`src/rtl/flitpk_pkg.sv`:
```
package flitpk_pkg;

    typedef enum logic [1:0] {
        FK_HEAD = 2'b00,
        FK_BODY = 2'b01,
        FK_TAIL = 2'b10,
        FK_SOLO = 2'b11
    } flit_kind_t;

    typedef enum logic [1:0] {
        ST_IDLE = 2'b00,
        ST_HEAD = 2'b01,
        ST_DATA = 2'b10
    } pk_state_t;

endpackage

```
`src/rtl/pkt_seq_gen.sv`:
```
module pkt_seq_gen #(
    parameter int SEQ_W = 8
) (
    input  logic             clk,
    input  logic             rst_n,
    input  logic             advance,
    output logic [SEQ_W-1:0] seq_o
);

    logic [SEQ_W-1:0] count_q;

    always_ff @(posedge clk or negedge rst_n) begin
        if (!rst_n) begin
            count_q <= '0;
        end else if (advance) begin
            count_q <= count_q + 1'b1;
        end
    end

    assign seq_o = count_q;

endmodule

```
`src/rtl/pkt_chunk_sel.sv`:
```
module pkt_chunk_sel #(
    parameter int LINE_W     = 512,
    parameter int FLIT_W     = 128,
    parameter int DATA_FLITS = 4,
    parameter int IDX_W      = 2
) (
    input  logic [LINE_W-1:0] line_i,
    input  logic [IDX_W-1:0]  idx_i,
    output logic [FLIT_W-1:0] chunk_o
);

    logic [FLIT_W-1:0] slices [DATA_FLITS];

    for (genvar g = 0; g < DATA_FLITS; g++) begin : g_slice
        assign slices[g] = line_i[g*FLIT_W +: FLIT_W];
    end

    always_comb begin
        chunk_o = slices[0];
        for (int k = 0; k < DATA_FLITS; k++) begin
            if (idx_i == IDX_W'(k)) begin
                chunk_o = slices[k];
            end
        end
    end

endmodule

```
`src/rtl/pkt_ctrl.sv`:
```
module pkt_ctrl
    import flitpk_pkg::*;
#(
    parameter int DATA_FLITS = 4,
    parameter int IDX_W      = 2
) (
    input  logic             clk,
    input  logic             rst_n,
    input  logic             in_valid,
    input  logic             line_q,
    input  logic             out_ready,
    output logic             in_ready,
    output logic             take_msg,
    output logic             out_valid,
    output flit_kind_t       kind,
    output logic [IDX_W-1:0] chunk_idx
);

    localparam logic [IDX_W-1:0] LAST_IDX = IDX_W'(DATA_FLITS - 1);

    pk_state_t        state_q, state_d;
    logic [IDX_W-1:0] idx_q, idx_d;

    // state register
    always_ff @(posedge clk or negedge rst_n) begin
        if (!rst_n) begin
            state_q <= ST_IDLE;
            idx_q   <= '0;
        end else begin
            state_q <= state_d;
            idx_q   <= idx_d;
        end
    end

    // transitions
    always_comb begin
        state_d = state_q;
        idx_d   = idx_q;
        unique case (state_q)
            ST_IDLE: begin
                if (in_valid) begin
                    state_d = ST_HEAD;
                end
            end
            ST_HEAD: begin
                if (out_ready) begin
                    if (line_q) begin
                        state_d = ST_DATA;
                        idx_d   = '0;
                    end else begin
                        state_d = ST_IDLE;
                    end
                end
            end
            ST_DATA: begin
                if (out_ready) begin
                    if (idx_q == LAST_IDX) begin
                        state_d = ST_IDLE;
                    end else begin
                        idx_d = idx_q + 1'b1;
                    end
                end
            end
            default: begin
                state_d = ST_IDLE;
            end
        endcase
    end

    // outputs
    always_comb begin
        in_ready  = 1'b0;
        out_valid = 1'b0;
        kind      = FK_HEAD;
        unique case (state_q)
            ST_IDLE: begin
                in_ready = 1'b1;
            end
            ST_HEAD: begin
                out_valid = 1'b1;
                kind      = line_q ? FK_HEAD : FK_SOLO;
            end
            ST_DATA: begin
                out_valid = 1'b1;
                kind      = (idx_q == LAST_IDX) ? FK_TAIL : FK_BODY;
            end
            default: begin
                in_ready = 1'b0;
            end
        endcase
        take_msg  = in_ready && in_valid;
        chunk_idx = idx_q;
    end

endmodule

```
`src/rtl/flit_packetizer.sv`:
```
module flit_packetizer
    import flitpk_pkg::*;
#(
    parameter int FLIT_BYTES = 16,
    parameter int LINE_BYTES = 64,
    parameter int CMD_W      = 8,
    parameter int DEST_W     = 6,
    parameter int SEQ_W      = 8
) (
    input  logic                    clk,
    input  logic                    rst_n,
    input  logic                    in_valid,
    output logic                    in_ready,
    input  logic [CMD_W-1:0]        in_cmd,
    input  logic [DEST_W-1:0]       in_dest,
    input  logic                    in_has_line,
    input  logic [LINE_BYTES*8-1:0] in_line,
    output logic                    out_valid,
    input  logic                    out_ready,
    output logic [1:0]              out_kind,
    output logic [SEQ_W-1:0]        out_seq,
    output logic [FLIT_BYTES*8-1:0] out_payload
);

    localparam int FLIT_W     = FLIT_BYTES * 8;
    localparam int LINE_W     = LINE_BYTES * 8;
    localparam int DATA_FLITS = LINE_BYTES / FLIT_BYTES;
    localparam int IDX_W      = (DATA_FLITS > 1) ? $clog2(DATA_FLITS) : 1;

    logic              take_msg;
    logic [SEQ_W-1:0]  next_seq;
    flit_kind_t        kind;
    logic [IDX_W-1:0]  chunk_idx;
    logic [FLIT_W-1:0] chunk;

    logic [CMD_W-1:0]  cmd_q;
    logic [DEST_W-1:0] dest_q;
    logic              line_q;
    logic [LINE_W-1:0] data_q;
    logic [SEQ_W-1:0]  seq_q;

    always_ff @(posedge clk or negedge rst_n) begin
        if (!rst_n) begin
            cmd_q  <= '0;
            dest_q <= '0;
            line_q <= 1'b0;
            data_q <= '0;
            seq_q  <= '0;
        end else if (take_msg) begin
            cmd_q  <= in_cmd;
            dest_q <= in_dest;
            line_q <= in_has_line;
            data_q <= in_line;
            seq_q  <= next_seq;
        end
    end

    pkt_ctrl #(
        .DATA_FLITS(DATA_FLITS),
        .IDX_W     (IDX_W)
    ) u_ctrl (
        .clk      (clk),
        .rst_n    (rst_n),
        .in_valid (in_valid),
        .line_q   (line_q),
        .out_ready(out_ready),
        .in_ready (in_ready),
        .take_msg (take_msg),
        .out_valid(out_valid),
        .kind     (kind),
        .chunk_idx(chunk_idx)
    );

    pkt_seq_gen #(
        .SEQ_W(SEQ_W)
    ) u_seq (
        .clk    (clk),
        .rst_n  (rst_n),
        .advance(take_msg),
        .seq_o  (next_seq)
    );

    pkt_chunk_sel #(
        .LINE_W    (LINE_W),
        .FLIT_W    (FLIT_W),
        .DATA_FLITS(DATA_FLITS),
        .IDX_W     (IDX_W)
    ) u_chunk (
        .line_i (data_q),
        .idx_i  (chunk_idx),
        .chunk_o(chunk)
    );

    always_comb begin
        out_kind = kind;
        out_seq  = seq_q;
        if (kind == FK_HEAD || kind == FK_SOLO) begin
            out_payload = FLIT_W'({dest_q, cmd_q});
        end else begin
            out_payload = chunk;
        end
    end

endmodule

```
`config.mk`:
```
export PLATFORM = sky130hd
export DESIGN_NAME = flit_packetizer
export DESIGN_NICKNAME = d
export VERILOG_FILES = /design/src/rtl/flitpk_pkg.sv /design/src/rtl/pkt_seq_gen.sv /design/src/rtl/pkt_chunk_sel.sv /design/src/rtl/pkt_ctrl.sv /design/src/rtl/flit_packetizer.sv
export SDC_FILE = /design/constraint.sdc
export NUM_CORES = 1
export LEC_CHECK = 0
export BUFFER_PORTS_ARGS = -buffer_cell sky130_fd_sc_hd__buf_2
export CAP_MARGIN = 15
export CORE_AREA = 8 8 253 255
export DETAILED_ROUTE_END_ITERATION = 10
export DIE_AREA = 0 0 261 263
export PLACE_DENSITY = 0.66
export SLEW_MARGIN = 20
export SYNTH_ARGS = -nofsm -noshare
export SYNTH_HDL_FRONTEND = slang
export SYNTH_HIERARCHICAL = 1
export SYNTH_SLANG_ARGS = --single-unit
export TNS_END_PERCENT = 50
```
`constraint.sdc`:
```
create_clock -name clk -period 2.5 [get_ports clk]
set_input_delay 0.125 -clock clk [delete_from_list [all_inputs] [get_ports clk]]
set_output_delay 0.125 -clock clk [all_outputs]
set_load 0.05 [all_outputs]
```
# ---- Word level (Yosys, flattened, before mapping)
# Index checks and enable logic that the tools add are counted.
dict set report word_totals {
  register_bits 547
  inputBits 531
  elab_cells 50
}
dict set report op_classes {
  addsub 2
  eq_ne 12
  muxes 20
  n_reduce_logical 8
}
# cell count
set ops {}
lappend ops {{$mux 128} 4}
lappend ops {{$mux 2} 11}
lappend ops {{$ne 2x2->1 const B} 5}
lappend ops {{$add 8x1->8 const B} 1}
lappend ops {{$eq 2x2->1 const B} 4}
lappend ops {{$pmux 2 s2} 2}
lappend ops {{$pmux 2 s3} 1}
lappend ops {{$reduce_and 5->1} 1}
lappend ops {{$eq 2x1->1 const B} 2}
lappend ops {{$logic_not 2->1} 2}
lappend ops {{$reduce_and 4->1} 1}
lappend ops {{$add 2x1->2 const B} 1}
lappend ops {{$mux 1} 2}
lappend ops {{$ne 2x1->1 const B} 1}
lappend ops {{$reduce_bool 2->1} 1}
lappend ops {{$reduce_or 2->1} 1}
lappend ops {{$logic_and 1x1->1} 1}
lappend ops {{$logic_or 1x1->1} 1}

# ---- Logic depth before layout (Yosys ltp)
dict set report depth {
  ltp_word 6
  depth_mapped 9
}

# ---- Modules after synthesis
# The synthesis kept the hierarchy.
# module n_inst cells_per_inst area_per_inst_um2 seq_area_each_um2
set by_module_without_submodules {}
lappend by_module_without_submodules {flit_packetizer 1 1273 21326.7 13387.8}
lappend by_module_without_submodules {pkt_chunk_sel 1 156 3196.8 0.0}
lappend by_module_without_submodules {pkt_seq_gen 1 26 337.8 200.2}
lappend by_module_without_submodules {pkt_ctrl 1 31 329.1 100.1}

# ---- Worst setup path after synthesis
# OpenSTA, ideal clock, no wires.
dict set report synth_timing {
  kind {reg2out}
  start {reg u_ctrl.state_q[0]}
  end {out out_payload[106]}
  arrival_time_ns 2.939
  slack_ns -0.564
  stages_incl_launch_ff 8
  n_path_buf 2
  cell_sequence {dfrtp_1 -> inv_1 -> ha_1 -> nor2b_1 -> xor2_1 -> buf_2 -> clkbuf_1 -> and2_1}
}
dict set report synth_between {
  elab_chain_len 5
  word_cells_on_any_way 7
  cone_classes {3 x eq/ne; 2 x mux; 2 x reduce/logical}
}
# element line
set synth_lines {}
lappend synth_lines {{start: declaration} pkt_ctrl.sv:21} ;# pk_state_t state_q, state_d;
lappend synth_lines {{start signal: assignment} pkt_ctrl.sv:30} ;# state_q <= state_d;
lappend synth_lines {{$eq 2x2->1 / $eq 2x1->1 (equally long branches)} pkt_ctrl.sv:75} ;# unique case (state_q)
lappend synth_lines {{$pmux 2 s2 (*)} pkt_ctrl.sv:75}
lappend synth_lines {{net out_kind[1]} flit_packetizer.sv:20} ;# output logic [1:0] out_kind,
lappend synth_lines {{$eq 2x2->1 / $logic_not 2->1 (equally long branches)} flit_packetizer.sv:97} ;# if (kind == FK_HEAD || kind == FK_SOLO) begin
lappend synth_lines {{$logic_or 1x1->1 (*)} flit_packetizer.sv:97}
lappend synth_lines {{$mux 128 (*)} flit_packetizer.sv:97}
lappend synth_lines {{end: declaration} flit_packetizer.sv:22} ;# output logic [FLIT_BYTES*8-1:0] out_payload
# Mark *: on every way through the listed nets, which the timed path passes. The rest lies on a longest branch.

# ---- Worst setup path after layout
dict set report layout_timing {
  start {reg u_ctrl.state_q[0]}
  end {out out_payload[8]}
}
dict set report layout_between {
  elab_chain_len 5
  word_cells_on_any_way 7
  cone_classes {3 x eq/ne; 2 x mux; 2 x reduce/logical}
}
# element line
set layout_lines {}
lappend layout_lines {{$eq 2x2->1 / $eq 2x1->1 (equally long branches)} pkt_ctrl.sv:75}
lappend layout_lines {{$pmux 2 s2 (*)} pkt_ctrl.sv:75}
lappend layout_lines {{$eq 2x2->1 / $logic_not 2->1 (equally long branches)} flit_packetizer.sv:97}
lappend layout_lines {{$logic_or 1x1->1 (*)} flit_packetizer.sv:97}
lappend layout_lines {{$mux 128 (*)} flit_packetizer.sv:97}
# Mark *: on every way between the ends. The rest lies on a longest branch, timed or not.

==> flow_summary_export.csv <==
group,metric,value,unit
run_status,status,"finished with violations",
run_status,failed_checks,"setup timing",
synthesis,synth_nets,2023,
setup_path,endpoint,"out_payload[8]",
global_route,antenna_found_initial,30,
global_route,grt_pass1_wl,131900,um
placed_design,io_buffers,670,
power_and_ir_drop,p_int,0.03208,W
run,maxCapViolCount,0,
setup_path,worst_setup_path_start_kind,"flip-flop",
power_and_ir_drop,combinationalPowerShare,0.516,
finish,drive_gt1_frac,0.5715,
sta,fmax,0.3559,GHz
routing,drt_iter0_drc,1207,
global_route,grt-ovfl-total,0,
power_and_ir_drop,switching_share,0.3734,
setup_path,rr_worst_depth,5,
sta,post-route-period-util,1.124,
power_and_ir_drop,power,0.05120,W
clocking,cts_tree,"done",
routing,routed_wl,88620,um
power_and_ir_drop,powerDensity,1339,nW/um^2
clocking,clk_pin_slew,0.06,ns
floorplan,die_y,263,um
clocking,clk_latency,0.61,ns
routing,drcViolationCount,0,
clocking,htree_levels,2,
floorplan,start_util,0.4205,
synthesis,synth-edff-count,0,
hold_path,min_path_type,"input pin to asynchronous set/reset pin",
finish,finalNonFillerCells,3577,
setup_path,critPathMaxFanout,7,
floorplan,dieArea,68640,um^2
clocking,cts_buffers,59,
global_route,grt_pass1_vias,21690,
placed_design,post-place-ws,0.05876,ns
sta,fin_skew,0.02311,ns
power_and_ir_drop,p_sw,0.01912,W
sta,worst_slack,-0.3099,ns
synthesis,dominantRegCellSynth,"dfrtp_1",
synthesis,synth_area_per_cell,16.95,um^2
routing,dr_total_vias,18830,
placed_design,dpl.cell_count,2891,
synthesis,syn_inst,1486,
synthesis,netlist-cell-type-count,30,
clocking,cts.path.max_buffers,3,
setup_path,crit_arrival,2.68,ns
global_route,grt_util_met2,0.4275,
power_and_ir_drop,clockPowerShare,0.171,
placed_design,place.gp.congestion,0.8616,
routing,first_pass_iters,5,
global_route,grt_max_degree,86,
finish,final_common_cell,"dfrtp_1",
floorplan,core_region_area,59910,um^2
setup_path,critPathKind,"flip-flop to output port",
synthesis,yosysWarnings,6,
global_route,grt_util_met1,0.2887,
sta,finalHoldViolCount,0,
synthesis,synthArstFlopShare,1.000,
synthesis,yosysSeqAreaShare,0.5434,
clocking,clock-root-buffer,"clkbuf_16",
setup_path,startpoint,"u_ctrl/state_q[0]",
power_and_ir_drop,peakVddDrop,1197,uV
setup_path,rr_endpoint,"u_ctrl/state_q[0]",
floorplan,die_x,261,um
synthesis,syn-cell-area,25190,um^2
finish,layout_common_cells,"544 x dfrtp_1, 541 x buf_2, 530 x dlygate4sd3_1",
sta,final.setup.tns,-32.69,ns
sta,worstMarginPinSlew,0.5446,ns
finish,fin_nets,3256,
finish,final.fill_count,4012,
sta,rsz0062_at_grt,"yes",
global_route,grtUsageTotal,0.2479,
sta,relSlewSlack,0.6370,
global_route,top_usage_layer,"met2",
floorplan,io_pins,671,
sta,final-setup-viol-count,128,
floorplan,rows,90,
setup_path,end_kind,"output port",
setup_path,critPathRequiredTime,2.38,ns
placed_design,hpwl,55150,um
clocking,clock_sinks,547,
power_and_ir_drop,power_leakage,17.01,nW
sta,finalMaxSlewViolations,0,
power_and_ir_drop,seq_power_share,0.314,
global_route,use_met3,0.05903,
finish,synthToLayoutAreaGrowth,51.78,%
routing,drtAntennaViolNets,0,
synthesis,synth_seq_cells,547,
routing,post_drt_via_cell_ratio,5.263,
setup_path,regToRegSetupSlack,0.39,ns
routing,wire_per_inst,24.77,um
sta,min_period,2.810,ns
setup_path,rr_startpoint,"u_ctrl/state_q[0]",
[layout make-up]
type | count | area [um^2] | area share
multi-input combinational | 832 | 10920 | 0.2856
antenna | 32 | 80.08 | 0.002094
clock buffer | 93 | 1775 | 0.04644
inverter | 5 | 21.27 | 0.0005563
sequential | 547 | 13700 | 0.3582
tap | 782 | 978.4 | 0.02559
clock inverter | 12 | 156.4 | 0.004091
timing repair buffer | 1274 | 10610 | 0.2774
[logic make-up after synthesis]
group	Yosys count	share of synthesized area
XOR/XNOR	8	0.002782
flip-flops	547	0.5434
buffers and inverters	107	0.03194
multiplexers	682	0.3845
AND/OR/NAND/NOR	130	0.03233
adder cells (fa/ha/maj)	6	0.002980
AO/OA/AOI/OAI	6	0.002086
[critical path: stages, from the launching register on]
cell,delay (ns)
dfrtp_2,0.43
inv_4,0.07
ha_2,0.34
nor2b_4,0.23
xor2_4,0.20
buf_12,0.17
buf_12,0.15
mux2_4,0.34
buf_8,0.16
[sequential cells by signal (all words and copies together), names as in the netlist]
| signal | count |
|---|---|
| u_ctrl/state_q | 2 |
| line_q | 1 |
| u_ctrl/chunk_idx | 2 |
| out_seq | 8 |
| cmd_q | 8 |
| u_seq/seq_o | 8 |
| data_q | 512 |
| dest_q | 6 |
[repair_timing]
| action | 4_1_cts | 5_1_grt |
|---|---|---|
| pin swaps | 3 | 4 |
| resized for setup | 228 | 88 |
| setup buffers | 8 | 5 |
| hold endpoints to repair | 1077 | 0 |
| setup endpoints to repair | 128 | 128 |
| hold buffers | 530 | 0 |
| gates cloned | 4 | 2 |
[stage by stage]
step / utilization / instance area [um^2] / hold slack (ns)
after CTS: 0.6305 / 37770 / 0.04821
after global routing: 0.6379 / 38210 / 0.08837
after detailed placement: 0.4946 / 29630 / 0.09988
final: 0.6382 / 38230 / 0.07267
after global placement: 0.4946 / 29630 / 0.1009
after floorplan: - / 25230 / -0.1706
[synth_stat cells (2+ instances only)]
cell | instances | area, um^2
buf_12 | 10 | 200.2
buf_2 | 57 | 285.3
buf_6 | 22 | 247.7
nand4_1 | 3 | 18.77
dfrtp_1 | 547 | 13690
clkbuf_1 | 12 | 45.04
xor2_1 | 5 | 43.79
mux4_2 | 128 | 2883
and2_1 | 115 | 719.4
nor2b_1 | 2 | 12.51
nand2_1 | 4 | 15.01
nor2_1 | 2 | 7.510
mux2_2 | 400 | 4504
mux2i_1 | 2 | 20.02
xnor2_1 | 3 | 26.28
ha_1 | 6 | 75.07
mux2_4 | 151 | 2267
inv_1 | 5 | 18.77
[layer usage]
metal	routed length, um	up-vias	share of wire
li1	-	7948	-
met1	32420	9661	0.37
met2	45730	938	0.52
met3	6356	274	0.072
met4	4081	6	0.046
met5	36	-	0.00041
[power groups by stage]
stage / Clock, W / Sequential [W] / Combinational (W)
final: 0.00874 / 0.0161 / 0.0264
after global routing: 0.00925 / 0.0166 / 0.0274
after CTS: 0.00887 / 0.0158 / 0.0248
after detailed placement: 0 / 0.0159 / 0.0213
after global placement: 0 / 0.0157 / 0.0209
after floorplan: 0 / 0.0151 / 0.0167
[worst min path at each step]
stage          startpoint          end  slack (ns)  cells after the start
3_3_place_gp        rst_n  data_q[225]        0.10                      1
4_1_cts             rst_n  data_q[363]        0.05                      2
3_5_place_dp        rst_n   data_q[99]         0.1                      1
2_1_floorplan       rst_n     cmd_q[0]       -0.17                      0
6_report            rst_n   data_q[99]        0.07                      2
5_1_grt             rst_n   data_q[99]        0.09                      2
Power figures use the tool's default switching activity.
